**config.mk**
```make
export PLATFORM = sky130hd
export DESIGN_NAME = wlpwr_top
export DESIGN_NICKNAME = d
export VERILOG_FILES = /design/src/rtl/wlpwr_pkg.sv /design/src/rtl/wlpwr_ctrl.sv /design/src/rtl/wlpwr_datapath.sv /design/src/rtl/wlpwr_top.sv
export SDC_FILE = /design/constraint.sdc
export NUM_CORES = 1
export LEC_CHECK = 0
export ABC_AREA = 1
export BUFFER_PORTS_ARGS = -buffer_cell sky130_fd_sc_hd__clkbuf_2
export CORE_AREA = 2 2 39 41
export DETAILED_ROUTE_END_ITERATION = 10
export DIE_AREA = 0 0 41 43
export REMOVE_ABC_BUFFERS = 1
export SYNTH_ARGS = -nofsm -noshare
export SYNTH_HDL_FRONTEND = slang
export SYNTH_SLANG_ARGS = --single-unit
```
**constraint.sdc**
```tcl
create_clock -name clk -period 0.8 [get_ports clk]
set_input_delay 0.16 -clock clk [delete_from_list [all_inputs] [get_ports clk]]
set_output_delay 0.16 -clock clk [all_outputs]
set_load 0.1 [all_outputs]
```
**src/rtl/wlpwr_pkg.sv**
```systemverilog
`timescale 1ns/1ps
package wlpwr_pkg;
  localparam int MODE_W = 3;

  typedef enum logic [MODE_W-1:0] {
    MODE_RUN     = 3'd0,
    MODE_SLEEP   = 3'd1,
    MODE_DEEP    = 3'd2,
    MODE_STANDBY = 3'd3,
    MODE_BACKUP  = 3'd4
  } sysMode_e;

  // Control-to-datapath strobes for one clock edge
  typedef struct packed {
    logic enterSleep;
    logic exitSleep;
  } wlStrobe_t;

  // Bank wake bits are honoured only in the working modes
  function automatic logic sramModeAllowed(input logic [MODE_W-1:0] mode);
    return (mode == MODE_RUN) || (mode == MODE_SLEEP) || (mode == MODE_DEEP);
  endfunction
endpackage

```
**src/rtl/wlpwr_ctrl.sv**
```systemverilog
`timescale 1ns/1ps
module wlpwr_ctrl
  import wlpwr_pkg::*;
(
  input  logic      clk,
  input  logic      rstN,
  input  logic      swEnable,
  input  logic      swSleepReq,
  input  logic      hwSleepStrobe,
  input  logic      hwWakeStrobe,
  input  logic      wlSleeping,
  output wlStrobe_t strobe
);
  logic reqQ;
  logic reqRise;

  always_ff @(posedge clk or negedge rstN) begin
    if (!rstN) reqQ <= 1'b0;
    else       reqQ <= swSleepReq;
  end

  assign reqRise = swSleepReq && !reqQ;

  // Priority: enable cleared, hw wake, hw sleep, sw toggle
  always_comb begin
    strobe = '0;
    if (!swEnable) begin
      strobe.exitSleep = 1'b1;
    end else if (hwWakeStrobe) begin
      strobe.exitSleep = 1'b1;
    end else if (hwSleepStrobe) begin
      strobe.enterSleep = 1'b1;
    end else if (reqRise) begin
      if (wlSleeping) strobe.exitSleep  = 1'b1;
      else            strobe.enterSleep = 1'b1;
    end
  end

  AST_DISABLE_FORCES_ACTIVE: assert property (@(posedge clk) disable iff (!rstN)
    !swEnable |=> !wlSleeping);

  AST_HW_SLEEP_ENTERS: assert property (@(posedge clk) disable iff (!rstN)
    (swEnable && hwSleepStrobe && !hwWakeStrobe) |=> wlSleeping);

  AST_WAKE_WINS: assert property (@(posedge clk) disable iff (!rstN)
    (swEnable && hwWakeStrobe) |=> !wlSleeping);

  AST_SW_TOGGLE: assert property (@(posedge clk) disable iff (!rstN)
    (swEnable && !hwWakeStrobe && !hwSleepStrobe && swSleepReq && !reqQ)
      |=> (wlSleeping != $past(wlSleeping)));
endmodule

```
**src/rtl/wlpwr_datapath.sv**
```systemverilog
`timescale 1ns/1ps
module wlpwr_datapath
  import wlpwr_pkg::*;
#(
  parameter int NUM_BANKS = 3
) (
  input  logic                 clk,
  input  logic                 rstN,
  input  wlStrobe_t            strobe,
  input  logic [NUM_BANKS-1:0] sramWake,
  input  logic [MODE_W-1:0]    sysMode,
  output logic                 wlSleeping,
  output logic                 offDomainPwrEn,
  output logic                 onDomainPwrEn,
  output logic [NUM_BANKS-1:0] sramPwrEn
);
  logic asleepQ;
  logic offEnQ;
  logic onEnQ;
  logic modeOk;

  always_ff @(posedge clk or negedge rstN) begin
    if (!rstN) begin
      asleepQ <= 1'b0;
      offEnQ  <= 1'b1;
      onEnQ   <= 1'b1;
    end else begin
      onEnQ <= 1'b1;
      if (strobe.exitSleep) begin
        asleepQ <= 1'b0;
        offEnQ  <= 1'b1;
      end else if (strobe.enterSleep) begin
        asleepQ <= 1'b1;
        offEnQ  <= 1'b0;
      end
    end
  end

  assign modeOk = sramModeAllowed(sysMode);

  for (genvar b = 0; b < NUM_BANKS; b++) begin : g_bank
    logic bankEnQ;
    always_ff @(posedge clk or negedge rstN) begin
      if (!rstN) bankEnQ <= 1'b0;
      else       bankEnQ <= modeOk && sramWake[b];
    end
    assign sramPwrEn[b] = bankEnQ;
  end

  assign wlSleeping     = asleepQ;
  assign offDomainPwrEn = offEnQ;
  assign onDomainPwrEn  = onEnQ;

  AST_SRAM_LOW_MODE_OFF: assert property (@(posedge clk) disable iff (!rstN)
    (sysMode > 3'd2) |=> (sramPwrEn == '0));

  AST_SRAM_FOLLOWS_WAKE: assert property (@(posedge clk) disable iff (!rstN)
    (sysMode <= 3'd2) |=> (sramPwrEn == $past(sramWake)));

  AST_OFF_DOMAIN_STATUS: assert property (@(posedge clk) disable iff (!rstN)
    offDomainPwrEn != wlSleeping);
endmodule

```
**src/rtl/wlpwr_top.sv**
```systemverilog
`timescale 1ns/1ps
module wlpwr_top
  import wlpwr_pkg::*;
#(
  parameter int NUM_BANKS = 3
) (
  input  logic                 clk,
  input  logic                 rstN,
  input  logic                 swEnable,
  input  logic                 swSleepReq,
  input  logic                 hwSleepStrobe,
  input  logic                 hwWakeStrobe,
  input  logic [NUM_BANKS-1:0] sramWake,
  input  logic [2:0]           sysMode,
  output logic                 offDomainPwrEn,
  output logic                 onDomainPwrEn,
  output logic [NUM_BANKS-1:0] sramPwrEn,
  output logic                 wlSleeping
);
  wlStrobe_t strobe;

  wlpwr_ctrl ctrl_i (
    .clk           (clk),
    .rstN          (rstN),
    .swEnable      (swEnable),
    .swSleepReq    (swSleepReq),
    .hwSleepStrobe (hwSleepStrobe),
    .hwWakeStrobe  (hwWakeStrobe),
    .wlSleeping    (wlSleeping),
    .strobe        (strobe)
  );

  wlpwr_datapath #(.NUM_BANKS(NUM_BANKS)) dp_i (
    .clk            (clk),
    .rstN           (rstN),
    .strobe         (strobe),
    .sramWake       (sramWake),
    .sysMode        (sysMode),
    .wlSleeping     (wlSleeping),
    .offDomainPwrEn (offDomainPwrEn),
    .onDomainPwrEn  (onDomainPwrEn),
    .sramPwrEn      (sramPwrEn)
  );
endmodule

```
==> implementation parameters, run 1 <==
Parameter                              Value

Detailed routing
  Wire length per cell ... 8.233 um
  DRT Wirelength ... 601 um
  Number of design-rule violations left by the first detailed-router iteration ... 3
  Total via count after detailed routing ... 271
  First-pass iteration count of the detailed router ... 2
  Vias per Instance ... 3.712
  Number of nets with antenna violations after detailed routing ... 0
  Number of remaining DRC errors ... 0

Power
  Seq pwr share ... 0.376
  Maximum vdd ir drop ... 0.6488 mV
  Power Internal ... 606.7 uW
  Switching fraction of total power ... 0.3240
  Power density cells ... 1798 mW/mm2
  Leakage power summed over all cells ... 0.2798 nW
  Portion of total power attributed to combinational logic ... 0.295
  Clock Power Share ... 0.329
  Sum of internal, switching and leakage power ... 897.5 uW
  Switching power total ... 290.8 uW

Timing
  Count of pins over their slew limit ... 0
  Hold slack final ... 0.08346 ns
  Post-Route Setup TNS ... -1.173 ns
  Shortest period the worst path allows ... 1.115 ns
  Final setup fails ... 7
  Fin crit share ... 1.394
  Fmax ... 0.8967 GHz
  Final worst setup slack ... -0.3152 ns
  RSZ-0062 raised after global routing ... true
  Maximum clock skew at final layout ... 0.007148 ns
  Number of endpoints with negative hold slack in the final report ... 0

GRT
  Aggregate global routing overflow ... 0
  Aggregate global-route resource usage ... 0.08174
  Number of antenna violations at the first check in global routing ... 0
  Largest net degree at the start of global routing ... 7
  Global-route wire length before repair ... 952 um
  Number of global-route vias before repair ... 279

Synth
  Post-synth top area share ... 0.4184
  Per-instance average area after synthesis ... 7.668 um2
  Gate count after technology mapping ... 39
  Cell types with the largest area share after synthesis ... dfrtp_1, inv_1, nor2_1
  Share of flip-flops with an asynchronous set or reset after synthesis ... 1.000
  Top cell types by occurrence after synthesis ... inv_1, nor2_1, nand2_1
  Number of warnings reported in the yosys synthesis log ... 0
  Post-synth EDFFs ... 0
  Count of cell types in the netlist ... 10
  Count of state elements after synthesis ... 6
  Most common flop cell mapped by yosys ... dfrtp_1
  Sequential cell area fraction in the yosys report ... 0.5063
  Cell type contributing the most total cell area after synthesis ... dfrtp_1
  Netlist area before placement ... 299.0 um2

Min path
  Class of the most critical hold timing path ... input port to flip-flop

Outcome
  Outcome ... finished, violations left
  Violations in the final reports ... negative setup slack

Layout
  Footprint of the multi-input gates ... 91.34 um2
  Number of inserted filler cells in the final layout ... 144
  Total number of nets in the final design ... 70
  Final std cells w/o fill ... 73
  Flip-flop and latch area ... 151.4 um2
  Final core utilization ... 0.3608
  Area growth from synthesis to layout ... 66.95%
  Fraction of final layout cells with drive strength greater than 1 ... 0.4386
  Antenna diode count ... 0

Clock network
  Clock H-tree levels ... 1
  Clk slew on worst S/H paths ... 0.05 ns
  Clock tree from TritonCTS ... yes
  CTS Buffer Depth ... 2
  Worst-skew pair later-pin latency ... 0.24 ns
  Root buffer selected by CTS ... clkbuf_4
  Number of clock sinks seen by CTS ... 6
  Number of buffers created by CTS ... 3

Die
  Die Outline Area ... 0.001763 mm2
  Num ports ... 18
  Width of the die ... 41 um
  Number of rows in the core area ... 14
  Initial core utilization ... 0.2161
  Y dimension of the die ... 43 um
  Placeable core region ... 0.001384 mm2

Worst setup path
  Slowest CP cell ... dfstp_2
  Data arrival time of the worst path ... 0.96 ns
  Critical Path RT ... 0.64 ns
  Crit path cell chain ... buf_12
  Worst-path maximum fanout ... 2
  CP top delay family ... flip-flops
  CP Buf/Inv Count ... 1
  Critical path startpoint category ... flip-flop
  Largest stage delay on the critical path ... 0.55 ns
  Type of destination of the critical path ... output pin
  Class of the most critical setup path ... flip-flop to output pin

Placement
  Count of buffers inserted at the top-level ports ... 16
  Final Wtd Congestion ... 0.6639
  Final HPWL from detailed placement ... 504.4 um
  Inst Count DP ... 67

Job
  # Max-Cap Violations ... 0
-- stage by stage --
step                      cell area (um2)  setup WS [ns]
after global routing                499.2        -0.3385
final                               499.2        -0.3152
after detailed placement            444.2       -0.06737
after floorplan                     269.0        -0.6155
after CTS                           496.7        -0.3273
after global placement              444.2       -0.06365
-- sequential cells by signal, summed over array words and instances, names as in the netlist --
signal               count
dp_i.wlSleeping          1
ctrl_i.reqQ              1
dp_i.offDomainPwrEn      1
dp_i.g_bank.bankEnQ      3
-- cell usage in the layout (no fill, tap or decap) --
master and count:
a21o_1 1, buf_12 5, buf_6 1, clkbuf_1 1
clkbuf_2 11, clkbuf_4 3, conb_1 1, dfrtp_1 5
dfstp_2 1, dlygate4sd3_1 1, inv_1 8, inv_2 1
nand2_1 5, nand2_2 1, nand3_1 1, nand3_2 1
nor2_1 9, nor2_2 1
-- kinds of logic (layout without fill, tap and decap cells) --
family                 count (synthesis)  in the layout  synth area share
and+or+nand+nor                       18             18            0.2427
AOI/OAI and AO/OA                      1              1           0.02511
buffers and inverters                 13             31            0.2134
other                                  1              1           0.01254
DFF                                    6              6            0.5063
-- path summary, 6_finish.rpt --
path,depth (start not counted),to,startpoint,slack [ns]
worst max-delay path,1,offDomainPwrEn,dp_i.offDomainPwrEn,-0.32
max in group asynchronous,2,dp_i.offDomainPwrEn,rstN,0.29
min in group asynchronous,2,dp_i.g_bank[0].bankEnQ,rstN,0.28
worst min-delay path,1,ctrl_i.reqQ,swSleepReq,0.08
worst min register to register,2,dp_i.offDomainPwrEn,dp_i.offDomainPwrEn,0.50
worst max register to register,6,dp_i.wlSleeping,dp_i.wlSleeping,-0.11
-- cell type report --
cell class | count | area share
timing repair buffer | 18 | 0.3534
sequential | 6 | 0.3033
multi-input combinational | 20 | 0.1830
inverter | 9 | 0.06767
clock buffer | 4 | 0.05263
tap | 16 | 0.04010
-- per-layer routing --
layer  GRT usage  vias to the layer above  wire, um  share of wire
li1            -                      140         -              -
met1     0.07190                      119       200           0.33
met2      0.1406                       12       341           0.57
met3     0.02618                        0        59          0.098
met4     0.06000                        0         0              0
met5           0                        -         0              0
-- power groups by stage --
stage / combinational [mW] / sequential [mW] / clock, mW
after floorplan: 0.0551 / 0.433 / 0
after global placement: 0.248 / 0.341 / 0
after detailed placement: 0.252 / 0.342 / 0
after CTS: 0.266 / 0.337 / 0.310
after global routing: 0.279 / 0.339 / 0.329
final: 0.265 / 0.337 / 0.296
-- what timing repair did --
item,CTS,global route
cloned,0,0
pin swaps,2,3
setup buffers,1,0
endpoints found under the hold margin,6,0
hold buffers,1,0
resized for setup,3,1
endpoints found under the setup margin,6,7
(Power assumes the default switching activity.)
==> run 2, diff against run 1 <==
BUFFER_PORTS_ARGS = -buffer_cell sky130_fd_sc_hd__buf_2   (was -buffer_cell sky130_fd_sc_hd__clkbuf_2)
==> implementation parameters, run 2 (synthesized netlist as in run 1, its figures left out) <==
Parameter                              Value

Outcome
  Outcome ... finished, violations left
  Violations in the final reports ... negative setup slack

Clock network
  Number of buffers created by CTS ... 3 (unchanged)
  Clock tree from TritonCTS ... yes
  CTS Buffer Depth ... 2 (unchanged)
  Worst-skew pair later-pin latency ... 0.24 ns (about the same)
  Clk slew on worst S/H paths ... 0.04 ns (about the same)
  Clock H-tree levels ... 1 (unchanged)
  Root buffer selected by CTS ... clkbuf_4
  Number of clock sinks seen by CTS ... 6 (unchanged)

Die
  Number of rows in the core area ... 14 (unchanged)
  Y dimension of the die ... 43 um (unchanged)
  Num ports ... 18 (unchanged)
  Placeable core region ... 0.001384 mm2 (unchanged)
  Die Outline Area ... 0.001763 mm2 (unchanged)
  Initial core utilization ... 0.2161 (unchanged)
  Width of the die ... 41 um (unchanged)

GRT
  Largest net degree at the start of global routing ... 7 (unchanged)
  Aggregate global routing overflow ... 0 (unchanged)
  Global-route wire length before repair ... 931 um (-2.2%)
  Number of global-route vias before repair ... 249 (-11%)
  Number of antenna violations at the first check in global routing ... 0 (unchanged)
  Aggregate global-route resource usage ... 0.08797 (+0.006232)

Layout
  Area growth from synthesis to layout ... 66.95% (unchanged)
  Flip-flop count of the largest register, all copies and words added ... 3 (unchanged)
  Total number of nets in the final design ... 70 (unchanged)
  Leading cell type in the layout, fill and taps excluded ... buf_2
  Largest reg by FF count ... dp_i.g_bank.bankEnQ
  Antenna diode count ... 0 (unchanged)
  Final std cells w/o fill ... 73 (unchanged)
  Fraction of final layout cells with drive strength greater than 1 ... 0.4386 (unchanged)
  Most frequent cells in the layout ... buf_2, nor2_1, inv_1

Worst setup path
  Slowest CP cell ... dfstp_2
  Class of the most critical setup path ... flip-flop to output pin
  Critical Path RT ... 0.64 ns (about the same)
  CP Buf/Inv Count ... 1 (unchanged)
  CP top delay family ... flip-flops
  Worst-path maximum fanout ... 2 (unchanged)
  Data arrival time of the worst path ... 0.97 ns (about the same)
  Largest stage delay on the critical path ... 0.55 ns (about the same)
  Crit path cell chain ... buf_12
  Critical path startpoint category ... flip-flop
  Type of destination of the critical path ... output pin

Timing
  Count of pins over their slew limit ... 0 (unchanged)
  Maximum clock skew at final layout ... 0.00003386 ns (-0.007115 ns)
  Number of endpoints with negative hold slack in the final report ... 0 (unchanged)
  RSZ-0062 raised after global routing ... true
  Shortest period the worst path allows ... 1.128 ns (+0.01248 ns)
  Final setup fails ... 7 (unchanged)
  Fin crit share ... 1.410 (+0.01560)
  Final worst setup slack ... -0.3277 ns (-0.01248 ns)
  Fmax ... 0.8868 GHz (-1.1%)
  Post-Route Setup TNS ... -1.216 ns (-0.04288 ns)
  Hold slack final ... 0.08534 ns (+0.001884 ns)

Placement
  Count of buffers inserted at the top-level ports ... 16 (unchanged)
  Final HPWL from detailed placement ... 498.3 um (-1.2%)
  Final Wtd Congestion ... 0.6421 (-3.3%)
  Inst Count DP ... 67 (unchanged)

Detailed routing
  Vias per Instance ... 3.753 (+1.1%)
  Wire length per cell ... 8.438 um (+2.5%)
  Number of remaining DRC errors ... 0 (unchanged)
  Number of design-rule violations left by the first detailed-router iteration ... 4 (+1)
  Number of nets with antenna violations after detailed routing ... 0 (unchanged)
  DRT Wirelength ... 616 um (+2.5%)
  Total via count after detailed routing ... 274 (+1.1%)
  First-pass iteration count of the detailed router ... 2 (unchanged)

Power
  Sum of internal, switching and leakage power ... 909.8 uW (+1.4%)
  Power density cells ... 1822 mW/mm2 (+1.4%)
  Maximum vdd ir drop ... 0.6660 mV (+2.7%)
  Leakage power summed over all cells ... 0.2763 nW (-1.2%)

Job
  # Max-Cap Violations ... 0 (unchanged)

Min path
  Class of the most critical hold timing path ... input port to flip-flop
[run 2: area by class of cell]
cell class              instances  area [um2]
clock buffers                   4       26.28
fillers                       126       884.6
flip-flops and latches          6       151.4
well taps                      16       20.02
multi-input cells              20       91.34
inverters                       9       33.78
repair buffers                 18       176.4
[run 2: timing repair]
item / CTS / global route
hold buffers: 1 / 0
pin swaps: 2 / 1
gates cloned: 0 / 0
resized for setup: 2 / 2
buffers inserted: 1 / 0
endpoints found under the setup margin: 6 / 7
hold endpoints to repair: 6 / 0
[run 2: path summary, 6_finish.rpt]
path	from	endpoint	slack, ns	cells past startpoint
min in group asynchronous	rstN	dp_i.g_bank[2].bankEnQ	0.26	2
min	swSleepReq	ctrl_i.reqQ	0.09	1
min reg2reg	dp_i.offDomainPwrEn	dp_i.offDomainPwrEn	0.51	2
max	dp_i.offDomainPwrEn	offDomainPwrEn	-0.33	1
max reg2reg	dp_i.wlSleeping	dp_i.wlSleeping	-0.10	6
max in group asynchronous	rstN	dp_i.offDomainPwrEn	0.31	2
[run 2: routing by layer]
| layer | vias to the layer above | part of all wire | GRT usage |
|---|---|---|---|
| met3 | 2 | 0.097 | 0.04712 |
| met4 | 0 | 0.023 | 0.1000 |
| met5 | - | 0 | 0 |
| li1 | 140 | - | - |
| met2 | 16 | 0.56 | 0.1375 |
| met1 | 116 | 0.31 | 0.06250 |
[run 2: power breakdown]
part | internal (mW) | switching, mW | total, mW
Sequential | 0.323 | 0.0144 | 0.337
Combinational | 0.0953 | 0.170 | 0.265
Clock | 0.189 | 0.118 | 0.308
Total | 0.607 | 0.302 | 0.910
[run 2: through the flow]
stage               setup slack, ns  utilization  instance area, um2
CTS                         -0.3422       0.3553               491.7
detailed placement         -0.07285       0.3210               444.2
finish                      -0.3277       0.3608               499.2
global route                -0.3530       0.3608               499.2
global placement           -0.06349       0.3210               444.2
floorplan                   -0.6155            -               269.0
==> run 3, diff against run 2 <==
BUFFER_PORTS_ARGS = -buffer_cell sky130_fd_sc_hd__buf_4   (was -buffer_cell sky130_fd_sc_hd__buf_2)
==> implementation parameters, run 3 (synthesized netlist as in run 1, its figures left out) <==
Parameter                              Value

Detailed routing
  Met1 Routed Length ... 167 um (-14%)
  Met3 WL ... 73 um (+22%)
  Number of design-rule violations left by the first detailed-router iteration ... 5 (+1)
  Total via count after detailed routing ... 280 (+2.2%)
  Number of remaining DRC errors ... 0 (unchanged)
  First-pass iteration count of the detailed router ... 4 (+2)
  DRT Wirelength ... 607 um (-1.5%)
  Vias per Instance ... 3.836 (+2.2%)
  Met2 layer wire length in the routed design ... 366 um (+5.8%)
  Number of nets with antenna violations after detailed routing ... 0 (unchanged)
  Wire length per cell ... 8.315 um (-1.5%)
  Top Metal Used ... met3

Layout
  Largest reg by FF count ... dp_i.g_bank.bankEnQ
  Final core utilization ... 0.3734 (+0.01266)
  Antenna diode count ... 0 (unchanged)
  Footprint of the multi-input gates ... 93.84 um2 (+2.7%)
  Final std cell area, no fill ... 516.7 um2 (+3.5%)
  Flip-flop and latch area ... 151.4 um2 (unchanged)
  Most frequent cells in the layout ... buf_4, inv_1, nor2_1
  Flip-flop count of the largest register, all copies and words added ... 3 (unchanged)
  Total number of nets in the final design ... 70 (unchanged)
  Fraction of final layout cells with drive strength greater than 1 ... 0.4561 (+0.01754)
  Leading cell type in the layout, fill and taps excluded ... buf_4
  Area growth from synthesis to layout ... 72.80%
  Number of inserted filler cells in the final layout ... 156 (+24%)

Min path
  Class of the most critical hold timing path ... input port to flip-flop
  Hold Crit Endpoint ... ctrl_i.reqQ
  Worst min-delay path startpoint ... swSleepReq
  Count of cells along the worst hold path ... 1 (unchanged)

Placement
  Final HPWL from detailed placement ... 478.3 um (-4.0%)
  Final Wtd Congestion ... 0.6835 (+6.4%)
  Count of buffers inserted at the top-level ports ... 16 (unchanged)
  Post-placement setup slack ... -0.1474 ns (-0.07455 ns)
  Placed inst area ... 409.1 um2 (-7.9%)

Die
  Num ports ... 18 (unchanged)
  Placeable core region ... 0.001384 mm2 (unchanged)
  Y dimension of the die ... 43 um (unchanged)
  Width of the die ... 41 um (unchanged)
  Die Outline Area ... 0.001763 mm2 (unchanged)
  Initial core utilization ... 0.2161 (unchanged)
  Number of rows in the core area ... 14 (unchanged)

Clock network
  Number of clock sinks seen by CTS ... 6 (unchanged)
  Clock H-tree levels ... 1 (unchanged)
  Worst-skew pair later-pin latency ... 0.24 ns (about the same)
  Root buffer selected by CTS ... clkbuf_4
  Clock tree from TritonCTS ... yes
  CTS Buffer Depth ... 2 (unchanged)
  Number of buffers created by CTS ... 3 (unchanged)
  Clk slew on worst S/H paths ... 0.05 ns (about the same)

Power
  Power Internal ... 613.8 uW (+1.1%)
  Seq pwr share ... 0.370 (about the same)
  Power density cells ... 1754 mW/mm2 (-3.7%)
  Portion of total power attributed to combinational logic ... 0.303 (+0.012)
  Clock Power Share ... 0.327 (-0.011)
  Switching power total ... 292.7 uW (-3.2%)
  Switching fraction of total power ... 0.3229 (-0.009571)
  Maximum vdd ir drop ... 0.7601 mV (+14%)
  Leakage power summed over all cells ... 0.2824 nW (+2.2%)

Worst setup path
  CP top delay family ... flip-flops
  Slowest CP cell ... dfstp_2
  Reg2reg setup slack ... -0.08 ns (+0.02 ns)
  Crit path cell chain ... buf_12
  Type of destination of the critical path ... output pin
  Endpoint of the worst-slack reg-to-reg timing path ... dp_i.wlSleeping
  Class of the most critical setup path ... flip-flop to output pin
  Data arrival time of the worst path ... 0.96 ns (about the same)
  CP Buf/Inv Count ... 1 (unchanged)
  Number of cells traversed by the worst register-to-register path ... 6 (unchanged)
  Worst reg2reg startpoint ... dp_i.wlSleeping
  Critical path startpoint category ... flip-flop
  Critical Path RT ... 0.64 ns (about the same)
  Worst-path maximum fanout ... 2 (unchanged)
  Largest stage delay on the critical path ... 0.55 ns (about the same)

Timing
  Hold slack final ... 0.06267 ns (-0.02267 ns)
  Count of pins over their slew limit ... 0 (unchanged)
  Fin crit share ... 1.395 (-0.01418)
  Fmax ... 0.8958 GHz (+1.0%)
  Final setup fails ... 7 (unchanged)
  Number of endpoints with negative hold slack in the final report ... 0 (unchanged)
  RSZ-0062 raised after global routing ... true
  Shortest period the worst path allows ... 1.116 ns (-0.01135 ns)
  Maximum clock skew at final layout ... 0.002956 ns (+0.002922 ns)
  Final worst setup slack ... -0.3164 ns (+0.01135 ns)

GRT
  Number of antenna violations at the first check in global routing ... 0 (unchanged)
  Global-route wire length before repair ... 869 um (-6.7%)
  Largest net degree at the start of global routing ... 7 (unchanged)
  Aggregate global routing overflow ... 0 (unchanged)
  Aggregate global-route resource usage ... 0.07685 (-0.01112)
  Number of global-route vias before repair ... 259 (+4.0%)

Outcome
  Violations in the final reports ... negative setup slack
  Outcome ... finished, violations left

Job
  # Max-Cap Violations ... 0 (unchanged)
[run 3: cell types whose count changed in the layout (fill, tap and decap cells not counted)]
cell	change
buf_12	-3
buf_2	-11
inv_4	+1
buf_8	+3
inv_2	-1
buf_4	+11
nor2_2	+1
nor2_1	-1
[run 3: worst max-delay path by stage]
stage	start	endpoint	slack, ns	depth (start not counted)
3_5_place_dp	dp_i.offDomainPwrEn	offDomainPwrEn	-0.15	1
5_1_grt	dp_i.offDomainPwrEn	offDomainPwrEn	-0.35	1
2_1_floorplan	dp_i.wlSleeping	dp_i.wlSleeping	-0.62	5
3_3_place_gp	dp_i.offDomainPwrEn	offDomainPwrEn	-0.14	1
4_1_cts	dp_i.offDomainPwrEn	offDomainPwrEn	-0.33	1
6_report	dp_i.offDomainPwrEn	offDomainPwrEn	-0.32	1
[run 3: layout make-up]
class / instances / area share
clock buffers: 4 / 0.05085
inverters: 9 / 0.07022
multi-input cells: 20 / 0.1816
flip-flops and latches: 6 / 0.2930
well taps: 16 / 0.03874
repair buffers: 18 / 0.3656
[run 3: routing by layer]
layer,vias up,global-route usage
li1,141,-
met1,127,0.05263
met2,12,0.1344
met3,0,0.05759
met4,0,0.04000
met5,-,0
[run 3: per-stage QoR]
stage / total power, mW / std cells / TNS (ns)
after global placement: 0.5639 / 67 / -0.1709
after floorplan: 0.4884 / 35 / -2.376
after detailed placement: 0.5665 / 67 / -0.1861
final: 0.9065 / 73 / -1.114
after CTS: 0.9162 / 73 / -1.203
after global routing: 0.9662 / 73 / -1.390
[run 3: power groups by stage]
stage / Clock [mW] / Sequential (mW) / Combinational [mW]
after floorplan: 0 / 0.433 / 0.0551
after global placement: 0 / 0.334 / 0.230
after detailed placement: 0 / 0.335 / 0.232
after CTS: 0.312 / 0.335 / 0.269
after global routing: 0.340 / 0.336 / 0.290
final: 0.297 / 0.335 / 0.275
[run 3: repair_timing]
action,4_1_cts,5_1_grt
resized for setup,14,4
buffers inserted,1,0
hold endpoints to repair,6,0
hold buffers,1,0
cloned,0,0
endpoints found under the setup margin,5,7
